### src/rtl/pmu_pkg.sv
package pmu_pkg;

  // Arctangent of 2^-idx, in units where a full turn is 2^32.
  function automatic logic [31:0] atan_turn32(input int idx);
    case (idx)
      0:  return 32'd536870912;
      1:  return 32'd316933406;
      2:  return 32'd167458907;
      3:  return 32'd85004756;
      4:  return 32'd42667331;
      5:  return 32'd21354465;
      6:  return 32'd10679838;
      7:  return 32'd5340245;
      8:  return 32'd2670163;
      9:  return 32'd1335087;
      10: return 32'd667544;
      11: return 32'd333772;
      12: return 32'd166886;
      13: return 32'd83443;
      14: return 32'd41722;
      15: return 32'd20861;
      default: return 32'd0;
    endcase
  endfunction

  // Same angle rescaled, with rounding, to a turn of 2^aw units.
  function automatic int unsigned atan_step(input int idx, input int aw);
    logic [32:0] t;
    t = {1'b0, atan_turn32(idx)} + (33'd1 << (31 - aw));
    return 32'(t >> (32 - aw));
  endfunction

endpackage

### src/rtl/pmu_prep.sv
module pmu_prep #(
  parameter int DW = 12,
  parameter int XW = 27,
  parameter int FG = 12,
  parameter int AW = 20
) (
  input  logic                 clk,
  input  logic                 rst_n,
  input  logic                 en,
  input  logic                 in_v,
  input  logic [DW-1:0]        i0,
  input  logic [DW-1:0]        i1,
  input  logic [DW-1:0]        i2,
  input  logic [DW-1:0]        i3,
  output logic                 out_v,
  output logic signed [XW-1:0] out_x,
  output logic signed [XW-1:0] out_y,
  output logic [AW-1:0]        out_z,
  output logic [DW:0]          out_sb
);
  localparam logic [AW-1:0] HALF_TURN = AW'(1) << (AW - 1);

  logic signed [DW:0]   cos_t, sin_t;
  logic signed [XW-1:0] cos_w, sin_w;
  logic [DW+1:0]        sum4;
  logic                 flip;

  always_comb begin
    cos_t = $signed({1'b0, i0}) - $signed({1'b0, i2});
    sin_t = $signed({1'b0, i3}) - $signed({1'b0, i1});
    cos_w = XW'(cos_t) <<< FG;
    sin_w = XW'(sin_t) <<< FG;
    sum4  = {2'b00, i0} + {2'b00, i1} + {2'b00, i2} + {2'b00, i3};
    flip  = cos_t[DW];
  end

  always_ff @(posedge clk) begin
    if (!rst_n)  out_v <= 1'b0;
    else if (en) out_v <= in_v;
  end

  // Left half-plane vectors are turned by a half turn so the
  // rotation chain only ever sees angles within +/- a quarter turn.
  always_ff @(posedge clk) begin
    if (en) begin
      out_x  <= flip ? -cos_w : cos_w;
      out_y  <= flip ? -sin_w : sin_w;
      out_z  <= flip ? HALF_TURN : '0;
      out_sb <= {(cos_t == '0) && (sin_t == '0), DW'(sum4 >> 2)};
    end
  end
endmodule

### src/rtl/pmu_cordic_stage.sv
module pmu_cordic_stage #(
  parameter int          XW    = 27,
  parameter int          AW    = 20,
  parameter int          SBW   = 13,
  parameter int          SHIFT = 0,
  parameter int unsigned ANGLE = 0
) (
  input  logic                 clk,
  input  logic                 rst_n,
  input  logic                 en,
  input  logic                 in_v,
  input  logic signed [XW-1:0] in_x,
  input  logic signed [XW-1:0] in_y,
  input  logic [AW-1:0]        in_z,
  input  logic [SBW-1:0]       in_sb,
  output logic                 out_v,
  output logic signed [XW-1:0] out_x,
  output logic signed [XW-1:0] out_y,
  output logic [AW-1:0]        out_z,
  output logic [SBW-1:0]       out_sb
);
  localparam logic [AW-1:0] STEP = AW'(ANGLE);

  logic signed [XW-1:0] x_sh, y_sh;
  logic                 y_pos;

  always_comb begin
    x_sh  = in_x >>> SHIFT;
    y_sh  = in_y >>> SHIFT;
    y_pos = !in_y[XW-1];
  end

  always_ff @(posedge clk) begin
    if (!rst_n)  out_v <= 1'b0;
    else if (en) out_v <= in_v;
  end

  always_ff @(posedge clk) begin
    if (en) begin
      out_x  <= y_pos ? in_x + y_sh : in_x - y_sh;
      out_y  <= y_pos ? in_y - x_sh : in_y + x_sh;
      out_z  <= y_pos ? in_z + STEP : in_z - STEP;
      out_sb <= in_sb;
    end
  end
endmodule

### src/rtl/pmu_div_stage.sv
module pmu_div_stage #(
  parameter int DW  = 12,
  parameter int RW  = 10,
  parameter int SBW = 28
) (
  input  logic           clk,
  input  logic           rst_n,
  input  logic           en,
  input  logic           in_v,
  input  logic [DW-1:0]  in_rem,
  input  logic [DW-1:0]  in_den,
  input  logic [RW-1:0]  in_q,
  input  logic           in_sat,
  input  logic           in_az,
  input  logic [SBW-1:0] in_sb,
  output logic           out_v,
  output logic [DW-1:0]  out_rem,
  output logic [DW-1:0]  out_den,
  output logic [RW-1:0]  out_q,
  output logic           out_sat,
  output logic           out_az,
  output logic [SBW-1:0] out_sb
);
  logic [DW:0] rem2, rem_nx;
  logic        take;

  always_comb begin
    rem2   = {in_rem, 1'b0};
    take   = rem2 >= {1'b0, in_den};
    rem_nx = take ? rem2 - {1'b0, in_den} : rem2;
  end

  always_ff @(posedge clk) begin
    if (!rst_n)  out_v <= 1'b0;
    else if (en) out_v <= in_v;
  end

  always_ff @(posedge clk) begin
    if (en) begin
      out_rem <= DW'(rem_nx);
      out_den <= in_den;
      out_q   <= RW'({in_q, take});
      out_sat <= in_sat;
      out_az  <= in_az;
      out_sb  <= in_sb;
    end
  end
endmodule

### src/rtl/pmu_phase_unit.sv
module pmu_phase_unit #(
  parameter int DW   = 12,
  parameter int ITER = 12,
  parameter int PW   = 16,
  parameter int RW   = 10,
  parameter int GAIN = 39796
) (
  input  logic          clk,
  input  logic          rst_n,
  input  logic          in_valid,
  output logic          in_ready,
  input  logic [DW-1:0] in_i0,
  input  logic [DW-1:0] in_i1,
  input  logic [DW-1:0] in_i2,
  input  logic [DW-1:0] in_i3,
  input  logic [RW:0]   thr,
  output logic          out_valid,
  input  logic          out_ready,
  output logic [PW-1:0] out_phase,
  output logic [DW-1:0] out_mod,
  output logic [RW:0]   out_ratio,
  output logic          out_usable
);
  localparam int FG  = ITER;
  localparam int XW  = DW + 3 + FG;
  localparam int ZG  = 4;
  localparam int AW  = PW + ZG;
  localparam int SBC = DW + 1;
  localparam int SBD = PW + DW;
  localparam int GSH = FG + 17;
  localparam int PRW = XW + 17;
  localparam logic [PRW-1:0] G_RND = PRW'(1) << (GSH - 1);
  localparam logic [AW-1:0]  Z_RND = AW'(1) << (ZG - 1);
  localparam logic [RW:0]    ONE_Q = (RW + 1)'(1) << RW;

  logic en;
  assign en       = !out_valid || out_ready;
  assign in_ready = en;

  // Rotation chain
  logic                 cv  [ITER+1];
  logic signed [XW-1:0] cx  [ITER+1];
  logic signed [XW-1:0] cy  [ITER+1];
  logic [AW-1:0]        cz  [ITER+1];
  logic [SBC-1:0]       csb [ITER+1];

  pmu_prep #(.DW(DW), .XW(XW), .FG(FG), .AW(AW)) u_prep (
    .clk(clk), .rst_n(rst_n), .en(en), .in_v(in_valid),
    .i0(in_i0), .i1(in_i1), .i2(in_i2), .i3(in_i3),
    .out_v(cv[0]), .out_x(cx[0]), .out_y(cy[0]), .out_z(cz[0]), .out_sb(csb[0])
  );

  for (genvar k = 0; k < ITER; k++) begin : g_rot
    pmu_cordic_stage #(
      .XW(XW), .AW(AW), .SBW(SBC), .SHIFT(k),
      .ANGLE(pmu_pkg::atan_step(k, AW))
    ) u_stage (
      .clk(clk), .rst_n(rst_n), .en(en),
      .in_v(cv[k]), .in_x(cx[k]), .in_y(cy[k]), .in_z(cz[k]), .in_sb(csb[k]),
      .out_v(cv[k+1]), .out_x(cx[k+1]), .out_y(cy[k+1]), .out_z(cz[k+1]),
      .out_sb(csb[k+1])
    );
  end

  // Gain correction and phase rounding
  logic [PRW-1:0] gprod;
  logic [AW-1:0]  zr;
  logic           g_v;
  logic [PW-1:0]  g_ph;
  logic [DW-1:0]  g_b, g_a;

  always_comb begin
    gprod = PRW'($unsigned(cx[ITER])) * PRW'(GAIN) + G_RND;
    zr    = cz[ITER] + Z_RND;
  end

  always_ff @(posedge clk) begin
    if (!rst_n)  g_v <= 1'b0;
    else if (en) g_v <= cv[ITER];
  end

  always_ff @(posedge clk) begin
    if (en) begin
      g_b  <= DW'(gprod >> GSH);
      g_ph <= csb[ITER][DW] ? '0 : PW'(zr >> ZG);
      g_a  <= csb[ITER][DW-1:0];
    end
  end

  // Ratio divider, one quotient bit per stage
  logic           dv   [RW+1];
  logic [DW-1:0]  drem [RW+1];
  logic [DW-1:0]  dden [RW+1];
  logic [RW-1:0]  dq   [RW+1];
  logic           dsat [RW+1];
  logic           daz  [RW+1];
  logic [SBD-1:0] dsb  [RW+1];

  assign dv[0]   = g_v;
  assign dsat[0] = g_b >= g_a;
  assign drem[0] = (g_b >= g_a) ? '0 : g_b;
  assign dden[0] = g_a;
  assign dq[0]   = '0;
  assign daz[0]  = g_a == '0;
  assign dsb[0]  = {g_ph, g_b};

  for (genvar k = 0; k < RW; k++) begin : g_div
    pmu_div_stage #(.DW(DW), .RW(RW), .SBW(SBD)) u_stage (
      .clk(clk), .rst_n(rst_n), .en(en),
      .in_v(dv[k]), .in_rem(drem[k]), .in_den(dden[k]), .in_q(dq[k]),
      .in_sat(dsat[k]), .in_az(daz[k]), .in_sb(dsb[k]),
      .out_v(dv[k+1]), .out_rem(drem[k+1]), .out_den(dden[k+1]), .out_q(dq[k+1]),
      .out_sat(dsat[k+1]), .out_az(daz[k+1]), .out_sb(dsb[k+1])
    );
  end

  // Output register
  logic [RW:0] q_fin;
  always_comb begin
    if (daz[RW])       q_fin = '0;
    else if (dsat[RW]) q_fin = ONE_Q;
    else               q_fin = {1'b0, dq[RW]};
  end

  always_ff @(posedge clk) begin
    if (!rst_n)  out_valid <= 1'b0;
    else if (en) out_valid <= dv[RW];
  end

  always_ff @(posedge clk) begin
    if (en) begin
      out_phase  <= dsb[RW][SBD-1:DW];
      out_mod    <= dsb[RW][DW-1:0];
      out_ratio  <= q_fin;
      out_usable <= !daz[RW] && (q_fin > thr);
    end
  end
endmodule

### config.mk
export PLATFORM = sky130hd
export DESIGN_NAME = pmu_phase_unit
export DESIGN_NICKNAME = d
export VERILOG_FILES = /design/src/rtl/pmu_pkg.sv /design/src/rtl/pmu_prep.sv /design/src/rtl/pmu_cordic_stage.sv /design/src/rtl/pmu_div_stage.sv /design/src/rtl/pmu_phase_unit.sv
export SDC_FILE = /design/constraint.sdc
export NUM_CORES = 2
export LEC_CHECK = 0
export BUFFER_PORTS_ARGS = -buffer_cell sky130_fd_sc_hd__clkbuf_2
export CAP_MARGIN = 20
export CORE_ASPECT_RATIO = 1.5
export CORE_MARGIN = 8
export CORE_UTILIZATION = 65
export DETAILED_ROUTE_END_ITERATION = 12
export PLACE_DENSITY = 0.81
export REMOVE_ABC_BUFFERS = 1
export SLEW_MARGIN = 20
export SYNTH_ARGS = -nofsm -noshare
export SYNTH_HDL_FRONTEND = slang
export SYNTH_SLANG_ARGS = --single-unit
### constraint.sdc
create_clock -name clk -period 88 [get_ports clk]
set_input_delay 13.2 -clock clk [delete_from_list [all_inputs] [get_ports clk]]
set_output_delay 13.2 -clock clk [all_outputs]
set_load 0.1 [all_outputs]
* Word level (Yosys, flattened, before mapping)
Index checks and enable logic that the tools add are counted.
Word-level totals: bits of input ports 63, word-level logic and storage cells 310, register bits 1780, output and inout bits 42
Operators by class: $add $sub $neg 87, mux-type cells 50, reduce and logical (&&, ||, !) cells 8, multipliers 1, order comparisons 12
Operators by type and width (count):
- 2-to-1 mux 27 bit | 24
- 2-to-1 mux 20 bit | 13
- >= comparator 13 x 12 -> 1 bit | 10
- 2-to-1 mux 12 bit | 10
- subtractor 12 bit | 9
- adder 27 x 17 -> 27 bit | 2
- adder 27 x 18 -> 27 bit | 2
- adder 27 x 19 -> 27 bit | 2
- adder 27 x 20 -> 27 bit | 2
- adder 27 x 21 -> 27 bit | 2
- adder 27 x 22 -> 27 bit | 2
- adder 27 x 23 -> 27 bit | 2
- adder 27 x 24 -> 27 bit | 2
- adder 27 x 25 -> 27 bit | 2
- adder 27 x 26 -> 27 bit | 2
- negator 25 -> 27 bit | 2
- subtractor 27 x 17 -> 27 bit | 2
- subtractor 27 x 18 -> 27 bit | 2
- subtractor 27 x 19 -> 27 bit | 2
- subtractor 27 x 20 -> 27 bit | 2
- subtractor 27 x 21 -> 27 bit | 2
- subtractor 27 x 22 -> 27 bit | 2
- subtractor 27 x 23 -> 27 bit | 2
- subtractor 27 x 24 -> 27 bit | 2
- 45 further kinds | 54

* Depth between registers and ports, before layout
depth in word-level cells 4, mapped depth 28, mapped depth without buffers 26

* Hierarchy
Synthesis repeated with hierarchy kept, for this count alone.
Unflattened totals: cell total of the unflattened synthesis 12367, area total of the unflattened synthesis 130660.3 sq um
Modules (own cells, without submodules):
- pmu_div_stage (g_div[0].u_stage ...) | times used 7, cells each 190, area an instance 2877.8 sq um, sequential area each 1941.9 sq um
- pmu_phase_unit | times used 1, cells each 1115, area an instance 11449.7 sq um, sequential area each 2442.3 sq um
- pmu_div_stage (g_div[7].u_stage ...) | times used 3, cells each 166, area an instance 2762.6 sq um, sequential area each 1941.9 sq um
- pmu_cordic_stage (g_rot[3].u_stage) | times used 1, cells each 785, area an instance 7467.2 sq um, sequential area each 2632.5 sq um
- pmu_cordic_stage (g_rot[0].u_stage) | times used 1, cells each 809, area an instance 7394.6 sq um, sequential area each 2602.5 sq um
- pmu_cordic_stage (g_rot[7].u_stage) | times used 1, cells each 784, area an instance 7344.5 sq um, sequential area each 2632.5 sq um
- pmu_cordic_stage (g_rot[4].u_stage) | times used 1, cells each 751, area an instance 7334.5 sq um, sequential area each 2632.5 sq um
- pmu_cordic_stage (g_rot[2].u_stage) | times used 1, cells each 749, area an instance 7215.7 sq um, sequential area each 2632.5 sq um
- pmu_cordic_stage (g_rot[10].u_stage) | times used 1, cells each 745, area an instance 7176.9 sq um, sequential area each 2632.5 sq um
- pmu_cordic_stage (g_rot[11].u_stage) | times used 1, cells each 732, area an instance 7151.9 sq um, sequential area each 2632.5 sq um
- pmu_cordic_stage (g_rot[6].u_stage) | times used 1, cells each 717, area an instance 7099.3 sq um, sequential area each 2632.5 sq um
- pmu_cordic_stage (g_rot[9].u_stage) | times used 1, cells each 727, area an instance 7094.3 sq um, sequential area each 2632.5 sq um
- pmu_cordic_stage (g_rot[8].u_stage) | times used 1, cells each 737, area an instance 7081.8 sq um, sequential area each 2632.5 sq um
- pmu_cordic_stage (g_rot[5].u_stage) | times used 1, cells each 703, area an instance 6944.2 sq um, sequential area each 2632.5 sq um
- 2 more rows

* Least setup slack after synthesis
Ideal clock, no wire load.
path kind input port to output port, start point input port out_ready, end point output port in_ready, setup slack 18.205 ns, data required time 74.800 ns, stages 4, buffers on the path 2, arrival time 56.595 ns, cell sequence nor2b_1 clkbuf_1 inv_2 clkbuf_1
On the way: longest elaborated chain between the ends 1
RTL lines:
- from (decl) | RTL line pmu_phase_unit.sv:18 | input logic out_ready,
- logical OR 1 bit | RTL line pmu_phase_unit.sv:37 | assign en = !out_valid || out_ready;
- to (decl) | RTL line pmu_phase_unit.sv:11 | output logic in_ready,
No other way between the ends.

* Worst setup path after layout
Ends and elaborated chain as after synthesis.

==> flow_summary.toml <==
[status]
outcome = "finished, final reports clean"

[sta]
worst_pin_slew_ps = 1049
rsz0062_at_grt = "false"
slew_headroom = 0.3009
tns_ps = 0
slew_violations = 0
period_share = 0.3167
fin_crit_ps = 27870
hold_viol_final = 0
skew_ps = 29.36
setup_violations = 0
fmax_mhz = 35.88

[clock_tree]
ctsHoldBuffers = 0
clock_latency_ps = 800
post_cts_buffers = 0
clk_pin_slew_ps = 70
clock-root-buffer = "clkbuf_16"
cts_made_buffers = 148
cts_resized = 0
clockBufferDepth = 3
cts_tree = "built"
h-tree-depth = 4
cts.sink_count = 1590

[synthesis]
postSynthAreaPerCell_um2 = 11.11
synth-seq-cells = 1590
seq_area_frac_synth = 0.4689
synth_top_area_frac = 0.4639
synthCells = 9114
ys_warn_count = 0
synth_edf_count = 1565
yosys-top-cells-area = "edfxtp_1, ha_1, xnor2_1, fa_1, inv_1"
ys_top_cells_by_count = "edfxtp_1, ha_1, inv_1"
syn_area_um2 = 101300
async_flop_share = 0
netlist-cell-type-count = 85
synth-main-ff-cell = "edfxtp_1"
yosys.area.top_type = "edfxtp_1"
synth_most_common_cell = "edfxtp_1"

[floorplan]
dieArea_um2 = 169000
start_util = 0.6534
rows = 177
dieWidth_um = 338.3
die-height_um = 499.5
ios = 105
fp.coreArea_um2 = 155000

[worst_setup_path]
worstSetupPathType = "input port to output port"
worstPathMaxFanout = 114
worst-r2r-cell-count = 25
worstSetupEndpointType = "output port"
reg2reg_to = "g_b[11]$_DFFE_PP_"
r2r_start = "g_rot[11].u_stage.out_x[10]$_DFFE_PP_"
cp_data_arrival_time_ps = 14670
reg2reg_slack_ps = 80080
critPathLaunchType = "input port"
cp.required_ps = 74800

[route]
viasPerCell = 5.820
wl_per_cell_um = 17.79
vias = 66834
drt-total-wl_um = 204300
firstDrtPassIters = 9
postRouteAntennaNets = 0
drc_errors = 0
drt_first_iter_violations = 3740

[place]
dp_hpwl_um = 155200
routabilityCongestion = 1.008
io_buffers = 104

[cells_and_area]
syn2layout_area_growth_pct = 8.134
multi_input_area_um2 = 50000
ff_latch_area_um2 = 47500
fillers = 10781
drive_gt1_frac = 0.05379
fin_nets = 10630

[global_routing]
grt_overflow_total = 0
first_global_vias = 68761
grt_first_pass_wirelength_um = 331400
track_usage = 0.2371
grt_max_degree = 184
antenna_found_initial = 2

[flow_run]
drv_cap = 0

[min_path]
hold_start = "g_rot[10].u_stage.out_sb[11]$_DFFE_PP_"
hold_depth = 0
holdPathEnd = "g_rot[11].u_stage.out_sb[11]$_DFFE_PP_"
hold_class = "flop to flop"
[critical path: stages]
cell and delay, ps:
clkbuf_2 100, nor2b_4 510, inv_8 370, clkbuf_2 480
[layer usage]
| metal | wire [um] | vias to the layer above | global-route usage |
|---|---|---|---|
| li1 | - | 32891 | - |
| met1 | 73810 | 31697 | 0.2374 |
| met2 | 110600 | 1564 | 0.4639 |
| met3 | 6946 | 682 | 0.02999 |
| met4 | 12900 | 0 | 0.1388 |
| met5 | 0 | - | 0 |
[kinds of logic after synthesis]
kind of cell | Yosys count | synth area share
compound gates | 1867 | 0.1150
xor+xnor | 1085 | 0.09400
fa+ha+maj | 1265 | 0.1714
buf+inv | 1012 | 0.03770
flops | 1590 | 0.4689
mux | 109 | 0.01178
other cells | 1 | 0.00003702
simple gates | 2185 | 0.1011
[worst max path at each step]
stage,startpoint,to,slack (ps),cells after the start
2_1_floorplan,out_ready,in_ready,44340,2
4_1_cts,out_ready,in_ready,59650,4
6_report,out_ready,in_ready,60130,4
5_1_grt,out_ready,in_ready,59960,4
3_5_place_dp,out_ready,in_ready,59650,4
3_3_place_gp,out_ready,in_ready,59700,4
[placed cells by master (no fill, tap or decap), drive strengths merged, types with 59 or more instances in the layout]
cell type	instances
edfxtp	1565
mux2	82
clkbuf	274
nand2b	83
nand2	423
a211oi	59
nor2b	114
o21a	98
o21bai	130
a21boi	79
xor2	361
a21oi	676
ha	1060
fa	205
nor3	266
o21ai	353
a21o	211
xnor2	724
nand3	137
nor2	800
or3	73
inv	928
[registers in the layout, indices dropped and copies added (netlist names), 11 cells and up]
| register | count |
|---|---|
| g_div.u_stage.out_q | 55 |
| g_rot.u_stage.out_z | 189 |
| g_ph | 16 |
| out_phase | 16 |
| g_rot.u_stage.out_x | 279 |
| out_mod | 12 |
| g_b | 12 |
| g_a | 12 |
| g_div.u_stage.out_rem | 108 |
| u_prep.out_x | 15 |
| g_div.u_stage.out_sb | 280 |
| g_rot.u_stage.out_v | 12 |
| u_prep.out_y | 15 |
| out_ratio | 11 |
| g_rot.u_stage.out_sb | 156 |
| u_prep.out_sb | 13 |
| g_rot.u_stage.out_y | 246 |
| g_div.u_stage.out_den | 108 |
[area by class of cell]
cell class | instances | area share
tap | 2058 | 0.02351
inverter | 913 | 0.03136
antenna | 1 | 0.00002285
sequential | 1590 | 0.4336
clock inverter | 103 | 0.01270
timing repair buffer | 136 | 0.007242
multi-input combinational | 6513 | 0.4565
clock buffer | 170 | 0.03505
[metrics by stage]
| step | instance area, um2 | hold slack [ps] | instances | worst slack [ps] | utilization |
|---|---|---|---|---|---|
| after floorplan | 100900 | 400.3 | 9016 | 44340 | - |
| after global placement | 104300 | 400.1 | 11210 | 59700 | 0.6727 |
| after detailed placement | 104300 | 404.5 | 11210 | 59650 | 0.6727 |
| after CTS | 109500 | 403.5 | 11483 | 59650 | 0.7064 |
| after global routing | 109500 | 413.1 | 11484 | 59960 | 0.7066 |
| final | 109500 | 397.6 | 11484 | 60130 | 0.7066 |
Power is not shown: default switching activity piles up to over one toggle a cycle in this logic, so the estimate is an artifact.
